--- config.mk ---
export PLATFORM = sky130hd
export DESIGN_NAME = flash_irq_regs
export DESIGN_NICKNAME = d
export VERILOG_FILES = /design/src/rtl/flash_irq_pkg.sv /design/src/rtl/flash_irq_cmd_decode.sv /design/src/rtl/flash_irq_status.sv /design/src/rtl/flash_irq_cfg.sv /design/src/rtl/flash_irq_regs.sv
export SDC_FILE = /design/constraint.sdc
export NUM_CORES = 1
export LEC_CHECK = 0
export BUFFER_PORTS_ARGS = -buffer_cell sky130_fd_sc_hd__buf_2
export CAP_MARGIN = 20
export CORE_MARGIN = 1.5
export CORE_UTILIZATION = 53
export CTS_CLUSTER_DIAMETER = 100
export DETAILED_ROUTE_END_ITERATION = 8
export GPL_ROUTABILITY_DRIVEN = 0
export GPL_TIMING_DRIVEN = 1
export PLACE_DENSITY = 0.83
export SLEW_MARGIN = 20
export SYNTH_ARGS = -nofsm -noshare
export SYNTH_HDL_FRONTEND = slang
export SYNTH_SLANG_ARGS = --single-unit
--- constraint.sdc ---
create_clock -name clk -period 3.5 [get_ports clk]
set_clock_uncertainty 0.2 [all_clocks]
set_input_delay 0.7 -clock clk [delete_from_list [all_inputs] [get_ports clk]]
set_output_delay 0.7 -clock clk [all_outputs]
set_load 0.01 [all_outputs]
--- src/rtl/flash_irq_pkg.sv ---
package flash_irq_pkg;

  localparam int DW    = 16;
  localparam int OFF_W = 3;

  typedef enum logic [OFF_W-1:0] {
    OFF_CMD  = 3'd0,
    OFF_CFG1 = 3'd1,
    OFF_CFG2 = 3'd2,
    OFF_BUF  = 3'd3,
    OFF_STAT = 3'd4,
    OFF_INT  = 3'd5
  } reg_off_e;

  typedef enum logic [1:0] {
    CLS_LOAD  = 2'd0,
    CLS_PROG  = 2'd1,
    CLS_ERASE = 2'd2,
    CLS_RESET = 2'd3
  } done_class_e;

  // interrupt bit positions
  localparam int IB_GLOBAL = 15;
  localparam int IB_LOAD   = 7;
  localparam int IB_PROG   = 6;
  localparam int IB_ERASE  = 5;
  localparam int IB_RESET  = 4;

  // status bit positions
  localparam int SB_CMD   = 10;
  localparam int SB_ERASE = 11;
  localparam int SB_PROG  = 12;
  localparam int SB_LOAD  = 13;
  localparam logic [DW-1:0] ERR_MASK = 16'h3C00;

  localparam logic [DW-1:0] INT_COLD = 16'h8080;
  localparam logic [DW-1:0] INT_WARM = 16'h8010;
  localparam logic [DW-1:0] CFG1_RST = 16'h40C0;
  localparam logic [DW-1:0] CFG1_RDMASK = 16'hFFE0;

  localparam int N_LAUNCH = 15;
  localparam logic [DW-1:0] LAUNCH_CODES [N_LAUNCH] = '{
    16'h0000, 16'h0013, 16'h0080, 16'h001A, 16'h001B,
    16'h0023, 16'h0027, 16'h002A, 16'h002C, 16'h0071,
    16'h0094, 16'h0095, 16'h00B0, 16'h0030, 16'h0065
  };
  localparam logic [DW-1:0] RESET_CODE_A = 16'h00F0;
  localparam logic [DW-1:0] RESET_CODE_B = 16'h00F3;

endpackage

--- src/rtl/flash_irq_cmd_decode.sv ---
module flash_irq_cmd_decode
  import flash_irq_pkg::*;
(
  input  logic [DW-1:0] code,
  output logic          launch,
  output logic          soft_reset,
  output logic          unknown
);

  logic hit;

  always_comb begin
    hit = 1'b0;
    for (int i = 0; i < N_LAUNCH; i++) begin
      if (code == LAUNCH_CODES[i]) hit = 1'b1;
    end
  end

  assign soft_reset = (code == RESET_CODE_A) || (code == RESET_CODE_B);
  assign launch     = hit;
  assign unknown    = !hit && !soft_reset;

endmodule

--- src/rtl/flash_irq_status.sv ---
module flash_irq_status
  import flash_irq_pkg::*;
(
  input  logic          clk,
  input  logic          rst_n,
  input  logic          warm_clr,
  input  logic          int_wr,
  input  logic [DW-1:0] wdata,
  input  logic          done_valid,
  input  logic [1:0]    done_class,
  input  logic          done_err,
  input  logic          unk_set,
  output logic [DW-1:0] int_q,
  output logic [DW-1:0] stat_q
);

  logic [DW-1:0] set_int, set_err, int_and, int_d, stat_d;
  logic          err_clear, upd;
  done_class_e   cls;

  assign cls = done_class_e'(done_class);

  always_comb begin
    set_int = '0;
    set_err = '0;
    if (done_valid) begin
      set_int[IB_GLOBAL] = 1'b1;
      case (cls)
        CLS_LOAD:  set_int[IB_LOAD]  = 1'b1;
        CLS_PROG:  set_int[IB_PROG]  = 1'b1;
        CLS_ERASE: set_int[IB_ERASE] = 1'b1;
        default:   set_int[IB_RESET] = 1'b1;
      endcase
      if (done_err) begin
        set_err[SB_CMD] = 1'b1;
        case (cls)
          CLS_LOAD:  set_err[SB_LOAD]  = 1'b1;
          CLS_PROG:  set_err[SB_PROG]  = 1'b1;
          CLS_ERASE: set_err[SB_ERASE] = 1'b1;
          default:   ;
        endcase
      end
    end
    if (unk_set) begin
      set_int[IB_GLOBAL] = 1'b1;
      set_err[SB_CMD]    = 1'b1;
    end
    int_and   = int_wr ? (int_q & wdata) : int_q;
    int_d     = int_and | set_int;
    err_clear = int_wr && !int_d[IB_GLOBAL];
    stat_d    = (err_clear ? (stat_q & ~ERR_MASK) : stat_q) | set_err;
    if (warm_clr) begin
      int_d  = INT_WARM;
      stat_d = '0;
    end
  end

  assign upd = warm_clr | int_wr | done_valid | unk_set;

  always_ff @(posedge clk or negedge rst_n) begin
    if (!rst_n) begin
      int_q  <= INT_COLD;
      stat_q <= '0;
    end else if (upd) begin
      int_q  <= int_d;
      stat_q <= stat_d;
    end
  end

endmodule

--- src/rtl/flash_irq_cfg.sv ---
module flash_irq_cfg
  import flash_irq_pkg::*;
#(
  parameter int PAGE_SHIFT = 11
) (
  input  logic          clk,
  input  logic          rst_n,
  input  logic          warm_clr,
  input  logic          cfg1_wr,
  input  logic          cfg2_wr,
  input  logic          buf_wr,
  input  logic [DW-1:0] wdata,
  output logic [DW-1:0] cfg1_q,
  output logic [DW-1:0] cfg2_q,
  output logic [3:0]    buf_sel,
  output logic [2:0]    sec_cnt,
  output logic          ready,
  output logic [DW-1:0] buf_rd
);

  localparam logic [DW-1:0] CNT_MASK = DW'(1 << (PAGE_SHIFT - 10));

  logic [DW-1:0] cfg1_d, cfg2_d, cnt_m1;
  logic [3:0]    buf_d;
  logic [2:0]    cnt_d, cnt_wr;
  logic          rdy_d, upd;

  generate
    if (PAGE_SHIFT == 11) begin : g_big_page
      assign cnt_wr = (wdata[1:0] == 2'd0) ? 3'd4 : {1'b0, wdata[1:0]};
    end else begin : g_small_page
      assign cnt_wr = wdata[0] ? 3'd1 : 3'd2;
    end
  endgenerate

  always_comb begin
    cfg1_d = cfg1_q;
    cfg2_d = cfg2_q;
    buf_d  = buf_sel;
    cnt_d  = sec_cnt;
    rdy_d  = ready;
    if (warm_clr) begin
      cfg1_d = CFG1_RST;
      cfg2_d = '0;
      buf_d  = '0;
      cnt_d  = 3'd1;
      rdy_d  = 1'b1;
    end else begin
      if (cfg1_wr) begin
        cfg1_d = wdata;
        rdy_d  = wdata[7];
      end
      if (cfg2_wr) cfg2_d = wdata;
      if (buf_wr) begin
        buf_d = wdata[11:8];
        cnt_d = cnt_wr;
      end
    end
  end

  assign upd = warm_clr | cfg1_wr | cfg2_wr | buf_wr;

  always_ff @(posedge clk or negedge rst_n) begin
    if (!rst_n) begin
      cfg1_q  <= CFG1_RST;
      cfg2_q  <= '0;
      buf_sel <= '0;
      sec_cnt <= 3'd1;
      ready   <= 1'b1;
    end else if (upd) begin
      cfg1_q  <= cfg1_d;
      cfg2_q  <= cfg2_d;
      buf_sel <= buf_d;
      sec_cnt <= cnt_d;
      ready   <= rdy_d;
    end
  end

  assign cnt_m1 = {13'd0, sec_cnt} - 16'd1;
  assign buf_rd = {4'h0, buf_sel, 8'h00} | (cnt_m1 & CNT_MASK);

endmodule

--- src/rtl/flash_irq_regs.sv ---
module flash_irq_regs
  import flash_irq_pkg::*;
#(
  parameter int PAGE_SHIFT = 11
) (
  input  logic        clk,
  input  logic        rst_n,
  input  logic        warm_rst,
  input  logic        reg_wr,
  input  logic [2:0]  reg_addr,
  input  logic [15:0] reg_wdata,
  output logic [15:0] reg_rdata,
  input  logic        done_valid,
  input  logic [1:0]  done_class,
  input  logic        done_err,
  output logic        cmd_start,
  output logic [15:0] cmd_code,
  output logic [3:0]  buf_sel,
  output logic [2:0]  sec_count,
  output logic        irq,
  output logic        ready
);

  logic [DW-1:0] int_q, stat_q, cfg1_q, cfg2_q, buf_rd, cmd_q, cmd_d;
  logic dec_launch, dec_reset, dec_unknown;
  logic cmd_ok, soft_rst, unk_set, start_d;

  assign cmd_ok = reg_wr && (reg_addr == OFF_CMD) && !int_q[IB_GLOBAL];

  flash_irq_cmd_decode u_dec (
    .code       (reg_wdata),
    .launch     (dec_launch),
    .soft_reset (dec_reset),
    .unknown    (dec_unknown)
  );

  assign soft_rst = warm_rst | (cmd_ok & dec_reset);
  assign unk_set  = cmd_ok & dec_unknown & !warm_rst;
  assign start_d  = cmd_ok & dec_launch & !warm_rst;

  flash_irq_status u_stat (
    .clk        (clk),
    .rst_n      (rst_n),
    .warm_clr   (soft_rst),
    .int_wr     (reg_wr && (reg_addr == OFF_INT)),
    .wdata      (reg_wdata),
    .done_valid (done_valid),
    .done_class (done_class),
    .done_err   (done_err),
    .unk_set    (unk_set),
    .int_q      (int_q),
    .stat_q     (stat_q)
  );

  flash_irq_cfg #(.PAGE_SHIFT(PAGE_SHIFT)) u_cfg (
    .clk      (clk),
    .rst_n    (rst_n),
    .warm_clr (soft_rst),
    .cfg1_wr  (reg_wr && (reg_addr == OFF_CFG1)),
    .cfg2_wr  (reg_wr && (reg_addr == OFF_CFG2)),
    .buf_wr   (reg_wr && (reg_addr == OFF_BUF)),
    .wdata    (reg_wdata),
    .cfg1_q   (cfg1_q),
    .cfg2_q   (cfg2_q),
    .buf_sel  (buf_sel),
    .sec_cnt  (sec_count),
    .ready    (ready),
    .buf_rd   (buf_rd)
  );

  always_comb begin
    cmd_d = cmd_q;
    if (soft_rst)    cmd_d = '0;
    else if (cmd_ok) cmd_d = reg_wdata;
  end

  always_ff @(posedge clk or negedge rst_n) begin
    if (!rst_n) begin
      cmd_q     <= '0;
      cmd_start <= 1'b0;
    end else begin
      if (soft_rst || cmd_ok) cmd_q <= cmd_d;
      cmd_start <= start_d;
    end
  end

  assign cmd_code = cmd_q;
  assign irq      = int_q[IB_GLOBAL] ^ ~cfg1_q[6];

  always_comb begin
    case (reg_addr)
      OFF_CMD:  reg_rdata = cmd_q;
      OFF_CFG1: reg_rdata = cfg1_q & CFG1_RDMASK;
      OFF_CFG2: reg_rdata = cfg2_q;
      OFF_BUF:  reg_rdata = buf_rd;
      OFF_STAT: reg_rdata = stat_q;
      OFF_INT:  reg_rdata = int_q;
      default:  reg_rdata = '0;
    endcase
  end

endmodule

==> summary.md, run 1 <==
| Metric | Value |
|---|---|
| Synthesized instance count | `417` |
| Final hold vios | `0` |
| Pwr per Cell Area | `442.1 nW/um^2` |
| Tot GR Track Use | `27.67%` |
| Largest net degree at the start of global routing | `39` |
| CP Capture Type | `primary output` |
| Top Metal Used | `met4` |
| Distinct cells, synth | `43` |
| CTS Hold Bufs | `0` |
| Worst Tran Pin Value | `0.7444 ns` |
| Slew Limit Headroom | `50.37%` |
| Slew Limit Fails | `0` |
| Setup violations, final | `0` |
| Post-route antenna net violation count | `0` |
| RSZ-0062 raised after global routing | `false` |
| Die width | `just under 90 um` |
| Clock root buffer master | `clkbuf_8` |
| Leak Pwr | `1.968 nW` |
| F_max | `330.8 MHz` |
| Number of synthesized flops with an enable pin | `0` |
| First-pass detailed-route iteration total | `4` |
| HP Class | `in -> async` |
| Syn avg cell area | `8.878 sq um` |
| Gr ovfl total | `0` |
| Drt total wl | `9569 um` |
| Number of DRC markers in iteration 0 | `336` |
| # diodes | `0` |
| CTS tree | `yes` |
| Tot Pwr | `between 1.5 and 2 mW` |
| Core ar. | `roughly 6800 sq um` |
| Reg2Reg Depth | `6` |
| Minimum clock period | `about 3.0 ns` |
| Initial core utilization | `54.80%` |
| Met1 WL | `4160 um` |
| Top_reg_cell synth | `dfrtp_1` |
| Share of cells above drive strength 1 | `22.59%` |
| Reg clk slew, reported paths | `0.08 ns` |
| First-pass GRT wire length | `between 15000 and 20000 um` |
| Top cells by area, synth | `dfrtp_1 (44%), mux2i_1 (8.9%), nand2_1 (8.9%)` |
| FF-to-FF setup slack | `1.32 ns` |
| Area of the mapped netlist | `3702 sq um` |
| Routed WL per cell | `17.15 um` |
| FF+latch count, synth | `71` |
| Num CTS Buffers | `9` |
| Chip height | `86.58 um` |
| Final period util | `86.36%` |
| Max VDD drop | `about 260 uV` |
| Worst EP required | `2.60 ns` |
| Via count of the first global-routing pass | `3182` |
| Met3 wire length | `655 um` |
| Yosys warns | `0` |
| WS Path Type | `in -> out` |
| R2R Path End | `cmd_code[10]` |
| DR vias | `roughly 3300` |
| Full die area | `7496 sq um` |
| Syn-to-layout area delta | `16.53%` |
| Max-cap viol count | `0` |
| FP Rows | `30` |
| Worst EP arrival | `2.12 ns` |
| Met2 Wirelength | `4462 um` |
| Syn nets | `444` |
| Seq/Total Area, Yosys | `48.19%` |
| Worst skew pair latency | `~0.34 ns` |
| Setup bufs post-CTS | `0` |
| Layout Nets | `500` |
| Via density | `5.959` |
| Buffers added on ports | `68` |
| Status | `finished clean` |
| Io pins | `69` |
| Yosys top cell area share | `between 40% and 50%` |
| Crit Path Max Fanout | `23` |
| Critical R2R Launch | `u_stat.int_q[15]` |
| Maximum root-to-sink buffer count | `2` |
| Clock sinks | `71` |
| Critical path startpoint category | `input port` |
| Area leader, netlist | `dfrtp_1` |
| DPL Wire Length | `around 6500 um` |
| Setup tns final | `0 ns` |
| DRC violations left | `0` |
| PostCTS Resize Cnt | `0` |
| Htree depth | `3` |
| Initial antenna violation count | `0` |
| Ys async rst share | `100.0%` |
-- flip-flops by register name, summed over array words and instances (netlist names) --
| register | cells |
|---|---|
| u_stat.int_q | 16 |
| u_cfg.cfg2_q | 16 |
| u_stat.stat_q | 4 |
| cmd_start | 1 |
| u_cfg.cfg1_q | 11 |
| u_cfg.buf_sel | 4 |
| u_cfg.sec_cnt | 3 |
| cmd_code | 16 |
-- cells by family after synthesis --
group / Yosys count / share of synthesized area [%]
simple gates: 177 / 21.39
compound gates: 93 / 13.79
flops: 71 / 48.19
mux: 37 / 10.44
buf+inv: 35 / 5.238
xor+xnor: 4 / 0.9464
-- synthesized netlist by cell type, types with 2 or more instances --
master      n
buf_1       4
a21oi_1    40
nor2b_1     7
xnor2_1     2
nor2_1     47
or3_1       2
xor2_1      2
a32oi_1     2
mux2i_1    33
o22ai_1     2
nand4_1     2
and2_1      4
buf_2      12
buf_6       4
nand2b_1    3
nand3_1     3
nand3b_1    7
a22oi_1     3
dfrtp_1    65
o21ai_0    37
nor3_1      3
dfstp_2     6
a31oi_1     2
o211ai_1    3
clkbuf_1   12
nor4_1      3
nand4bb_1   2
mux2_2      3
nand2_1    88
-- cell usage in the layout, fill, tap and decap left out, types with 2 or more instances in the layout --
cell	count
a21oi_1	40
a22oi_1	3
a31oi_1	2
a32oi_1	2
and2_1	4
buf_2	68
buf_4	11
bufinv_16	4
clkbuf_8	11
dfrtp_1	65
dfstp_2	6
mux2_2	3
mux2i_1	33
nand2_1	88
nand2b_1	3
nand3_1	3
nand3b_1	7
nand4_1	2
nand4bb_1	2
nor2_1	47
nor2b_1	7
nor3_1	3
nor4_1	3
o211ai_1	3
o21ai_0	37
o22ai_1	2
or3_1	2
xnor2_1	2
xor2_1	2
-- how the worst max path moves through the flow --
stage,from,slack [ns],depth (start not counted),end
6_report,reg_addr[1],0.48,6,reg_rdata[3]
5_1_grt,reg_addr[1],0.36,6,reg_rdata[3]
4_1_cts,reg_addr[1],0.52,6,reg_rdata[3]
3_5_place_dp,reg_addr[1],0.53,6,reg_rdata[3]
3_3_place_gp,reg_addr[0],0.58,5,reg_rdata[10]
2_1_floorplan,reg_addr[0],0.57,5,reg_rdata[11]
-- layer usage --
metal / vias up / GRT usage [%]
met1: 1607 / 38.66
met4: 0 / 12.61
met2: 158 / 40.91
met3: 27 / 6.762
met5: - / 0
li1: 1533 / -
-- per-stage QoR --
| step | cell area, sq um | hold slack (ns) | std cells | setup WS [ns] | utilization (%) |
|---|---|---|---|---|---|
| 2_1_floorplan | 3702 | 0.2044 | 417 | 0.5745 | - |
| 3_3_place_gp | 4035 | 0.2827 | 542 | 0.5805 | 59.72 |
| 3_5_place_dp | 4035 | 0.2869 | 542 | 0.5257 | 59.72 |
| 4_1_cts | 4314 | 0.2298 | 558 | 0.5212 | 63.85 |
| 5_1_grt | 4314 | 0.2569 | 558 | 0.3557 | 63.85 |
| 6_report | 4314 | 0.2065 | 558 | 0.4772 | 63.85 |
-- critical path, stage by stage --
cell	delay, ns
buf_2	0.26
nor2b_1	0.33
and2_1	0.45
nand2_1	0.11
o21ai_0	0.09
buf_2	0.16
-- final cells by class --
class	count	area, sq um
Fill cell	562	2442
Sequential cell	71	1784
Multi-Input combinational cell	311	1724
Timing Repair Buffer	79	422.9
Clock buffer	11	151.4
Clock inverter	5	127.6
Tap cell	80	100.1
Inverter	1	3.754
-- power breakdown --
group | total (mW) | internal, mW | switching, mW
Clock | 0.899 | 0.585 | 0.314
Sequential | 0.843 | 0.834 | 0.00840
Combinational | 0.166 | 0.0531 | 0.113
Note: power is estimated with default switching activity, not from simulation.
==> run 2: changes to the inputs <==
RECOVER_POWER = 50   (was unset)
==> run 2 against run 1 <==
  * The flow now finishes with violations (max-capacitance violations, max-slew violations)
  * Hold slack improved by 0.089 ns
  * Maximum frequency down 0.20%
  * Sequential power barely moved
  * Via count fell by 0.75%
  * Die area did not move
  * Register-to-register slack about the same
  * Utilization down 0.50 points
  * Cell area shrank 0.78%
  * Final cell count unchanged
  * Sequential share of layout area up 0.33 points
  * Wire length shrank 0.16%
  * Largest cell class unchanged
==> summary.md, run 2 (synthesized netlist as in run 1, its figures left out) <==
| Metric | Value |
|---|---|
| Status | `finished, violations left (was finished clean)` |
| Failing checks | `max-capacitance violations, max-slew violations` |
| Core ar. | `6756 sq um (unchanged)` |
| Crit Path Max Fanout | `23 (unchanged)` |
| Slew Limit Fails | `34 (was 0)` |
| Worst setup margin | `0.4713 ns (was 0.4772 ns)` |
| Die width | `86.58 um (unchanged)` |
| CP Capture Type | `primary output (unchanged)` |
| Worst Tran Pin Value | `1.735 ns (was 0.7444 ns)` |
| Layout Nets | `500 (unchanged)` |
| Commonest non-fill, non-tap cell in the layout | `nand2_1 (unchanged)` |
| Max VDD drop | `269.1 uV (was 260.7 uV)` |
| R2R Path End | `cmd_code[7] (was cmd_code[10])` |
| Setup bufs post-CTS | `0 (unchanged)` |
| Final period util | `86.54% (was 86.36%)` |
| Routed WL per cell | `17.12 um (was 17.15 um)` |
| Via density | `5.914 (was 5.959)` |
| Full die area | `7496 sq um (unchanged)` |
| # fillers | `577 (was 562)` |
| Final hold vios | `0 (unchanged)` |
| Drt total wl | `9554 um (was 9569 um)` |
| CTS Hold Bufs | `0 (unchanged)` |
| FP Rows | `30 (unchanged)` |
| Chip height | `86.58 um (unchanged)` |
| DRC violations left | `0 (unchanged)` |
| RSZ-0062 raised after global routing | `false (unchanged)` |
| End of the worst hold path | `u_cfg.cfg1_q[14]` |
| Worst EP arrival | `2.13 ns (was 2.12 ns)` |
| Minimum clock period | `3.029 ns (was 3.023 ns)` |
| Max-cap viol count | `1 (was 0)` |
| Buffers added on ports | `68 (unchanged)` |
| Largest net degree at the start of global routing | `39 (unchanged)` |
| CTS tree | `yes (unchanged)` |
| WS Path Type | `in -> out (unchanged)` |
| First-pass GRT wire length | `15790 um (unchanged)` |
| Critical path startpoint category | `input port (unchanged)` |
| Hold slack | `0.2951 ns (was 0.2065 ns)` |
| HP Class | `reg -> reg (was in -> async)` |
| Most frequent cells in the layout | `nand2_1 (88), dfrtp_1 (65), nor2_1 (47) (was nand2_1 (88), buf_2 (68), dfrtp_1 (65))` |
| Setup violations, final | `0 (unchanged)` |
| Worst skew pair latency | `0.34 ns (about the same)` |
| Reg2Reg Depth | `6 (unchanged)` |
| Syn-to-layout area delta | `15.61% (was 16.53%)` |
| Htree depth | `3 (unchanged)` |
| F_max | `330.2 MHz (was 330.8 MHz)` |
| Reg clk slew, reported paths | `0.08 ns (about the same)` |
| Setup tns final | `0 ns (unchanged)` |
| Slew Limit Headroom | `-15.68% (was 50.37%)` |
| PostCTS Resize Cnt | `0 (unchanged)` |
| Tot GR Track Use | `27.67% (unchanged)` |
| Pwr per Cell Area | `444.5 nW/um^2 (was 442.1 nW/um^2)` |
| Leak Pwr | `1.869 nW (was 1.968 nW)` |
| FF-to-FF setup slack | `1.32 ns (about the same)` |
| Num CTS Buffers | `9 (unchanged)` |
| DR vias | `3300 (was 3325)` |
| First-pass detailed-route iteration total | `4 (unchanged)` |
| WHS Path Cells | `2` |
| Initial antenna violation count | `0 (unchanged)` |
| # diodes | `0 (unchanged)` |
| Share of cells above drive strength 1 | `17.78% (was 22.59%)` |
| Worst EP required | `2.60 ns (about the same)` |
| Io pins | `69 (unchanged)` |
| Via count of the first global-routing pass | `3182 (unchanged)` |
| Critical R2R Launch | `u_stat.int_q[15] (unchanged)` |
| Clock sinks | `71 (unchanged)` |
| Initial core utilization | `54.80% (unchanged)` |
| Maximum root-to-sink buffer count | `2 (unchanged)` |
| Number of DRC markers in iteration 0 | `315 (was 336)` |
| HP Start | `u_cfg.cfg1_q[14]` |
| DPL Wire Length | `6525 um (unchanged)` |
| Post-route antenna net violation count | `0 (unchanged)` |
| Gr ovfl total | `0 (unchanged)` |
| Clock root buffer master | `clkbuf_8 (unchanged)` |
| Setup Slack @ Placement | `0.5257 ns (unchanged)` |
run 2: layout make-up:
cell class | instances | area (sq um) | share of cell area [%]
Timing Repair Buffer | 79 | 389.1 | 9.091
Sequential cell | 71 | 1784 | 41.68
Clock inverter | 5 | 127.6 | 2.982
Clock buffer | 11 | 151.4 | 3.537
Multi-Input combinational cell | 311 | 1724 | 40.28
Inverter | 1 | 3.754 | 0.08769
Tap cell | 80 | 100.1 | 2.338
run 2: worst max-delay path by stage:
stage	from	to	slack, ns	cells after the start
2_1_floorplan	reg_addr[0]	reg_rdata[11]	0.57	5
3_3_place_gp	reg_addr[0]	reg_rdata[10]	0.58	5
3_5_place_dp	reg_addr[1]	reg_rdata[3]	0.53	6
4_1_cts	reg_addr[1]	reg_rdata[3]	0.52	6
5_1_grt	reg_addr[1]	reg_rdata[3]	0.36	6
6_report	reg_addr[1]	reg_rdata[3]	0.47	6
run 2: per-layer routing:
layer | share of wire (%) | GRT usage [%] | routed length [um] | vias up
li1 | - | - | - | 1532
met1 | 41 | 38.66 | 3942 | 1596
met2 | 47 | 40.91 | 4525 | 151
met3 | 8.7 | 6.762 | 830 | 21
met4 | 2.7 | 12.61 | 255 | 0
met5 | 0 | 0 | 0 | -
run 2: power by group:
| part | switching, mW | internal, mW | total, mW |
|---|---|---|---|
| Clock | 0.311 | 0.585 | 0.896 |
| Combinational | 0.112 | 0.0517 | 0.164 |
| Sequential | 0.00857 | 0.834 | 0.843 |
| Total | 0.432 | 1.47 | 1.90 |
run 2: per-stage QoR:
step	total power, mW	util, %	area, sq um	cells
2_1_floorplan	0.9519	-	3702	417
3_3_place_gp	1.018	59.72	4035	542
3_5_place_dp	1.023	59.72	4035	542
4_1_cts	1.908	63.85	4314	558
5_1_grt	1.967	63.35	4280	558
6_report	1.903	63.35	4280	558
run 2: critical path, cell delays in order:
cell	delay, ns
buf_2	0.26
nor2b_1	0.34
and2_1	0.46
nand2_1	0.11
o21ai_0	0.10
buf_2	0.16
